<file path="src/rtl/slot_class_pkg.sv">
package slot_class_pkg;
    localparam int SLOT_N = 8;
    localparam int ADD_W  = $clog2(SLOT_N + 1);
    localparam int NCAT   = 6;

    typedef enum logic [2:0] {
        CAT_RET  = 3'd0,
        CAT_BAD  = 3'd1,
        CAT_FLAT = 3'd2,
        CAT_FBW  = 3'd3,
        CAT_CORE = 3'd4,
        CAT_MEM  = 3'd5,
        SEL_PEND = 3'd6,
        SEL_NONE = 3'd7
    } sel_e;

    typedef struct packed {
        logic [ADD_W-1:0] fill;
        logic [ADD_W-1:0] fe_lat;
        logic [ADD_W-1:0] fe_bw;
        logic [ADD_W-1:0] core;
        logic [ADD_W-1:0] mem;
    } split_t;
endpackage

</file>
<file path="src/rtl/slot_split.sv">
module slot_split
    import slot_class_pkg::*;
(
    input  logic [ADD_W-1:0] fe_cnt,
    input  logic             be_ready,
    input  logic             blk_load,
    output split_t           split
);
    logic [ADD_W-1:0] clamped;

    always_comb begin
        clamped = (fe_cnt > ADD_W'(SLOT_N)) ? ADD_W'(SLOT_N) : fe_cnt;
        split   = '0;
        if (!be_ready) begin
            if (blk_load) split.mem  = ADD_W'(SLOT_N);
            else          split.core = ADD_W'(SLOT_N);
        end else if (clamped == '0) begin
            split.fe_lat = ADD_W'(SLOT_N);
        end else begin
            split.fill  = clamped;
            split.fe_bw = ADD_W'(SLOT_N) - clamped;
        end
    end
endmodule

</file>
<file path="src/rtl/sat_ctr.sv">
module sat_ctr
    import slot_class_pkg::*;
#(
    parameter int CW = 48
) (
    input  logic             clk,
    input  logic             rst_n,
    input  logic             clr,
    input  logic             en,
    input  logic [ADD_W-1:0] add,
    output logic [CW-1:0]    cnt
);
    logic [CW-1:0] cnt_d, cnt_q;
    logic [CW:0]   sum;

    always_comb begin
        sum   = {1'b0, cnt_q} + (CW+1)'(add);
        cnt_d = cnt_q;
        if (clr)     cnt_d = '0;
        else if (en) cnt_d = sum[CW] ? '1 : sum[CW-1:0];
    end

    always_ff @(posedge clk or negedge rst_n) begin
        if (!rst_n) cnt_q <= '0;
        else        cnt_q <= cnt_d;
    end

    assign cnt = cnt_q;

    assert_no_wrap_R8: assert property (@(posedge clk) disable iff (!rst_n)
        !clr |=> cnt_q >= $past(cnt_q));
    assert_clear_R9: assert property (@(posedge clk) disable iff (!rst_n)
        clr |=> cnt_q == '0);
    assert_freeze_R10: assert property (@(posedge clk) disable iff (!rst_n)
        (!en && !clr) |=> $stable(cnt_q));
endmodule

</file>
<file path="src/rtl/slot_class_top.sv">
module slot_class_top
    import slot_class_pkg::*;
#(
    parameter int CW     = 48,
    parameter int PEND_W = 16
) (
    input  logic                clk,
    input  logic                rst_n,
    input  logic                clr,
    input  logic                en,
    input  logic [ADD_W-1:0]    fe_cnt,
    input  logic                be_ready,
    input  logic                blk_load,
    input  logic [SLOT_N-1:0]   ret_vec,
    input  logic [SLOT_N-1:0]   flush_vec,
    input  logic [2:0]          rd_sel,
    output logic [CW-1:0]       rd_data
);
    typedef struct packed {
        logic [PEND_W-1:0] pend;
    } state_t;

    state_t           st_d, st_q;
    split_t           split;
    logic [ADD_W-1:0] n_ret, n_bad;
    logic [ADD_W-1:0] add_a [NCAT];
    logic [CW-1:0]    cnt_a [NCAT];

    slot_split u_split (
        .fe_cnt   (fe_cnt),
        .be_ready (be_ready),
        .blk_load (blk_load),
        .split    (split)
    );

    always_comb begin
        n_ret = ADD_W'($countones(ret_vec));
        n_bad = ADD_W'($countones(flush_vec));
        add_a[CAT_RET]  = n_ret;
        add_a[CAT_BAD]  = n_bad;
        add_a[CAT_FLAT] = split.fe_lat;
        add_a[CAT_FBW]  = split.fe_bw;
        add_a[CAT_CORE] = split.core;
        add_a[CAT_MEM]  = split.mem;
        st_d = st_q;
        if (clr)
            st_d.pend = '0;
        else if (en)
            st_d.pend = st_q.pend + PEND_W'(split.fill)
                      - PEND_W'(n_ret) - PEND_W'(n_bad);
    end

    always_ff @(posedge clk or negedge rst_n) begin
        if (!rst_n) st_q <= '0;
        else        st_q <= st_d;
    end

    for (genvar g = 0; g < NCAT; g++) begin : g_ctr
        sat_ctr #(.CW(CW)) u_ctr (
            .clk   (clk),
            .rst_n (rst_n),
            .clr   (clr),
            .en    (en),
            .add   (add_a[g]),
            .cnt   (cnt_a[g])
        );
    end

    always_comb begin
        rd_data = '0;
        if (rd_sel == SEL_PEND)     rd_data = CW'(st_q.pend);
        else if (rd_sel != SEL_NONE) rd_data = cnt_a[rd_sel];
    end

    assert_slot_total_R11: assert property (@(posedge clk) disable iff (!rst_n)
        en |-> (int'(split.fill) + int'(split.fe_lat) + int'(split.fe_bw)
                + int'(split.core) + int'(split.mem)) == SLOT_N);
    assert_stall_no_fill_R4: assert property (@(posedge clk) disable iff (!rst_n)
        !be_ready |-> split.fill == '0);
    assert_pend_clear_R9: assert property (@(posedge clk) disable iff (!rst_n)
        clr |=> st_q.pend == '0);
    assert_pend_freeze_R10: assert property (@(posedge clk) disable iff (!rst_n)
        (!en && !clr) |=> $stable(st_q.pend));
endmodule

</file>
<file path="config.mk">
export PLATFORM = sky130hd
export DESIGN_NAME = slot_class_top
export DESIGN_NICKNAME = d
export VERILOG_FILES = /design/src/rtl/slot_class_pkg.sv /design/src/rtl/slot_split.sv /design/src/rtl/sat_ctr.sv /design/src/rtl/slot_class_top.sv
export SDC_FILE = /design/constraint.sdc
export NUM_CORES = 1
export LEC_CHECK = 0
export ABC_AREA = 0
export BUFFER_PORTS_ARGS = -buffer_cell sky130_fd_sc_hd__buf_2
export CORE_ASPECT_RATIO = 1.2
export CORE_MARGIN = 4
export CORE_UTILIZATION = 55
export CTS_CLUSTER_DIAMETER = 120
export DETAILED_ROUTE_END_ITERATION = 7
export PLACE_DENSITY = 0.72
export SLEW_MARGIN = 20
export SYNTH_ARGS = -nofsm -noshare
export SYNTH_HDL_FRONTEND = slang
export SYNTH_SLANG_ARGS = --single-unit
</file>
<file path="constraint.sdc">
create_clock -name clk -period 7.9 [get_ports clk]
set_input_delay 1.185 -clock clk [delete_from_list [all_inputs] [get_ports clk]]
set_output_delay 1.185 -clock clk [all_outputs]
set_load 0.005 [all_outputs]
</file>
[After elaboration in Yosys (flattened, before gate mapping)]
Cells that the tools add are included.
Operators by class
  reduce and logical (&&, ||, !) cells: 2
  add/subtract/negate cells: 24
  equality and inequality tests: 2
  bitwise gates (word level): 1
  magnitude comparators: 2
  mux-type cells: 33
Operators with widths (number)
  48-bit two-way mux: 22
  48-bit by 4-bit adder with 49-bit output: 6
  48-bit binary-select mux with 3-bit select: 1
  16-bit two-way mux: 2
  16-bit by 4-bit subtractor with 16-bit output: 2
  4-bit two-way mux: 6
  1-bit by 1-bit adder with 2-bit output: 8
  16-bit by 4-bit adder with 16-bit output: 1
  2-bit by 2-bit adder with 3-bit output: 4
  12-bit two-way mux: 1
  3-bit by 3-bit adder with 4-bit output: 2
  8-bit two-way mux: 1
  4-bit >= comparator (second input constant): 1
  4-bit greater-than comparator (second input constant): 1
  4-bit zero test: 1
  3-bit NOT with 4-bit output: 1
  4-bit subtractor (first input constant): 1
  3-bit equality test (second input constant): 1
  3-bit inequality test (second input constant): 1
  2-bit nonzero test: 1
Word-level totals
  output and inout bits: 48
  register bits after elaboration: 304

[Longest topological paths before layout]
  depth after elaboration: 10
  depth in mapped cells: 19

[Hierarchy]
From an unflattened synthesis, not the netlist that was laid out.
Second synthesis, totals
  cells, all modules: 2555
  area total of the unflattened synthesis: 22619.2 µm²
Modules (own cells, without submodules)
  sat_ctr at g_ctr[0].u_ctr ...: times used 5, cells each 342, area each 3044.2 µm²
  slot_class_top: times used 1, cells each 481, area each 4297.9 µm²
  sat_ctr at g_ctr[2].u_ctr: times used 1, cells each 333, area each 2892.8 µm²
  slot_split: times used 1, cells each 31, area each 207.7 µm²

[Worst setup path after synthesis]
Ideal clock, no wire load.
  path kind: input to register
  start: input flush_vec[0]
  end: register st_q[12] (netlist name)
  stages on the path: 18
  arrival time: 6.117 ns
  library setup time: 0.128 ns
  data required time: 7.772 ns
  buffers on the path: 0
  path slack: 1.655 ns
  cell sequence: inv_1 > fa_1 > fa_1 > fa_1 > inv_1 > ha_1 > fa_1 > xor2_1 > fa_1 > fa_1 > inv_1 > ha_1 > a211o_1 > a211oi_1 > or4b_2 > a31oi_1 > xnor2_1 > o21ai_0
Between the ends
  cells in the longest elaborated chain, start to end: 6
RTL lines
  from (decl): line slot_class_top.sv:15  | input logic [SLOT_N-1:0] flush_vec,
  1-bit by 1-bit adder with 2-bit output (implied by the code): line slot_class_top.sv:38  | n_bad = ADD_W'($countones(flush_vec));
  2-bit by 2-bit adder with 3-bit output (implied by the code): line slot_class_top.sv:38
  3-bit by 3-bit adder with 4-bit output (implied by the code): line slot_class_top.sv:38
  16-bit by 4-bit subtractor with 16-bit output: line slot_class_top.sv:50  | - PEND_W'(n_ret) - PEND_W'(n_bad);
  16-bit two-way mux: line slot_class_top.sv:48  | else if (en)
  16-bit two-way mux: line slot_class_top.sv:46  | if (clr)
  to (signal assigned): line slot_class_top.sv:55  | else st_q <= st_d;
  to (decl): line slot_class_top.sv:23  | state_t st_d, st_q;
No other way between the ends. The select of a mux whose other input is x is not followed.
A chain may end at the register's enable or synchronous reset.

[Worst setup path after layout]
  start: input ret_vec[0]
  end: register st_q[14] (netlist name)
Between the ends
  cells in the longest elaborated chain, start to end: 7
RTL lines
  from (decl): line slot_class_top.sv:14  | input logic [SLOT_N-1:0] ret_vec,
  1-bit by 1-bit adder with 2-bit output (implied by the code): line slot_class_top.sv:37  | n_ret = ADD_W'($countones(ret_vec));
  2-bit by 2-bit adder with 3-bit output (implied by the code): line slot_class_top.sv:37
  3-bit by 3-bit adder with 4-bit output (implied by the code): line slot_class_top.sv:37
  16-bit by 4-bit subtractor with 16-bit output (2 in series): line slot_class_top.sv:50
  16-bit two-way mux: line slot_class_top.sv:48
  16-bit two-way mux: line slot_class_top.sv:46
No other way between the ends. The select of a mux whose other input is x is not followed.

==> impl_metrics.tcl <==
set metrics [dict create \
    status "completed" \
    clockRootBuffer "clkbuf_16" \
    cp-start-kind "primary input" \
    io_buffers 76 \
    synthArstFlopShare 1.00 \
    grt_antenna_before_repair 0 \
    dr_total_vias 20100 \
    maxSlewHeadroom 0.295 \
    drive_gt1_frac 0.108 \
    tritoncts "built" \
    cts_resized 0 \
    synth_edf_count 0 \
    grt_max_degree 154 \
    cts_buffer_depth 3 \
    maxSlewViolCount 0 \
    worst-setup-path-type "primary input to register" \
    syn_to_final_growth_pct 8.24 \
    drtIter0Drc 2393 \
    tightest_slew_ns 1.05 \
    yosys_warnings 0 \
    placed_cell_area_sq_mm 0.0216 \
    grt_use_total 0.325 \
    overflow 0 \
    syn_avg_cell_area_sq_um 8.73 \
    min_path_type "register to register" \
    path_max_fanout 5 \
    row_count 78 \
    synth_fp_nets 2492 \
    ant_nets 0 \
    grt_pass1_wl_microns 107000 \
    drc 0 \
    routedWlPerCell_microns 23.6 \
    setup_ws_ns 1.55 \
    dieHeight_microns 222 \
    via_per_inst 6.96 \
    grt_setup_unrepaired "false" \
    antennaDiodeCount 0 \
    synthCells 2402 \
    design_area_sq_mm 0.0227 \
    rr_worst_depth 12 \
    slowest_stage "fa_1" \
    hpwl_microns 48200 \
    fin_setup_tns_ns 0 \
    slowest_delay_ns 0.55 \
    clk_latency_ns 0.54 \
    ys.flop_type "dfrtp_1" \
    ys_ff_latch 298 \
    finClkSkew_ns 0.0128 \
    cp.arrival_ns 6.82 \
    cts_max_level 2 \
    die-area_sq_mm 0.0413 \
    stdcell_count 2884 \
    grt_pass1_vias 18900 \
    setup_viol 0 \
    ir_worst_vdd_mv 0.155 \
    numCtsBuffers 35 \
    max-cap-violations 0 \
    crit_cells 20 \
    wl_microns 68100 \
    start_util 0.555 \
    ios 77 \
    hold_buffers 0 \
    worst-path-buf-inv 5 \
    p_per_area_mw_per_mm2 195 \
    crit_chain "buf_2 > inv_1 > fa_1 > fa_1 > fa_1 > inv_1 > ha_1 > inv_1 > fa_1 > xnor2_1 > fa_1 > fa_1 > inv_1 > ha_1 > a211o_1 > a211oi_1 > o221ai_1 > a31oi_1 > nor4bb_1 > a211o_1" \
    nFillCells 3228 \
    syn_area_sq_mm 0.0210 \
    ys_types 77 \
    period_share 0.804 \
    clk_pin_slew_worst_paths_ns 0.06 \
    die_w_microns 186 \
    post_cts_buffers 0 \
    gp_congestion 0.971 \
    core_area_sq_mm 0.0378 \
    critPathMostFrequentCell "fa_1" \
    seq_area_frac_synth 0.355 \
    cp-end-kind "register" \
    power_leakage_uw 0.00912 \
    path_delay_family "adder cells" \
    period_minus_slack_ns 6.35 \
    finalHoldWorstSlack_ns 0.504 \
    cts_sinks 298 \
    place_ws_ns 1.12 \
    worstPathRequired_ns 8.37 \
    fmax_mhz 157 \
    firstDrtPassIters 5 \
    finalHoldViolCount 0 \
    final_nets 2472 \
    min_path_cells 2 \
    placed_cells 2825 \
]
==> logic make-up after synthesis <==
group,Yosys count,synth area share
AO/OA/AOI/OAI,653,0.217
XOR/XNOR,20,0.00835
adder cells (fa/ha/maj),61,0.0432
buffers and inverters,303,0.0559
flip-flops,298,0.355
multiplexers,147,0.0978
AND/OR/NAND/NOR,920,0.222
==> registers in the layout, indices dropped and copies added, names as in the netlist <==
| signal | count |
|---|---|
| g_ctr.u_ctr.cnt | 282 |
| st_q | 16 |
==> cells in the final DEF, fill, tap and decap left out, types with 25 or more instances in the layout <==
cell and instances:
mux4_2 45, inv_1 143, nand3_1 122, dfrtp_1 298
nor4_1 44, nand4_1 45, buf_4 25, a311oi_1 54
clkbuf_16 37, nor3_1 116, buf_2 72, and3_1 76
ha_1 42, o21a_1 39, a31oi_1 57, nor2_1 235
nand2_1 155, and4_1 34, a21oi_1 132, o21ai_0 81
a211oi_1 89, mux2i_1 88, o22ai_1 56
==> layer usage <==
layer,share of wire,global-route usage,vias to the layer above
met3,0.089,0.0555,205
li1,-,-,9049
met1,0.40,0.454,9776
met5,0,0,-
met2,0.46,0.494,1038
met4,0.053,0.153,0
==> worst reg2reg max path: stages, from the launching register on <==
cell      delay (ns)
dfrtp_1         0.37
inv_1           0.07
fa_1            0.48
fa_1            0.49
inv_1           0.04
ha_1            0.22
fa_1            0.44
a211o_1         0.36
a211oi_1        0.40
o221ai_1        0.28
a31oi_1         0.26
nor4bb_1        0.24
a211o_1         0.15
==> power by group <==
part           total [uW]  internal [uW]  leakage (uW)  switching [uW]
Clock                1620            949      0.000556             666
Combinational        1180            485       0.00443             692
Sequential           1630           1570       0.00414            54.1
Total                4420           3010       0.00912            1410
==> layout make-up <==
| type | instances | area, sq um | share of cell area |
|---|---|---|---|
| clock inverter | 8 | 65.1 | 0.00287 |
| tap | 480 | 601 | 0.0264 |
| multi-input combinational | 1801 | 12400 | 0.545 |
| inverter | 144 | 541 | 0.0238 |
| sequential | 298 | 7460 | 0.328 |
| clock buffer | 51 | 1050 | 0.0462 |
| timing repair buffer | 102 | 623 | 0.0274 |
==> metrics by stage <==
stage                util  power [uW]
finish              0.601        4420
global route        0.601        4640
CTS                 0.601        4420
detailed placement  0.571        2800
global placement    0.571        2760
floorplan               -        2530
==> path summary, 6_finish.rpt <==
path	to	slack (ns)	startpoint
max	st_q[14]	1.55	ret_vec[0]
min	g_ctr[4].u_ctr.cnt[1]	0.50	g_ctr[4].u_ctr.cnt[1]
max reg2reg	st_q[14]	4.03	st_q[0]
min reg2reg	g_ctr[4].u_ctr.cnt[1]	0.50	g_ctr[4].u_ctr.cnt[1]
max in group asynchronous	g_ctr[1].u_ctr.cnt[25]	5.96	rst_n
min in group asynchronous	st_q[3]	0.65	rst_n
==> Yosys cell counts, drive strengths merged (8+ instances only) <==
cell    number  area [sq um]
ha          42           526
o21a        39           293
xnor2       11          96.3
or3          9          56.3
mux2        14           158
a21oi      133           669
nand3      122           611
mux2i       88           881
nor3       120           621
or2          9          56.3
fa          19           380
nor2b       16           100
a221oi      13           133
clkbuf     123           463
inv        143           537
mux4        45          1010
and4        34           298
o31ai       10          75.1
a31oi       58           363
a21o        13          97.6
a311oi      57           518
a211oi     101           813
nand4       46           303
and3        76           475
o21ai       86           430
and2        24           150
nor4        46           300
nor2       235           882
o211a        9          90.1
dfrtp      298          7460
xor2         9          78.8
a41oi       23           201
nand2      155           582
o22ai       56           350
buf         36           170
a41o         8          80.1
Note: power is estimated with default switching activity, not from simulation.
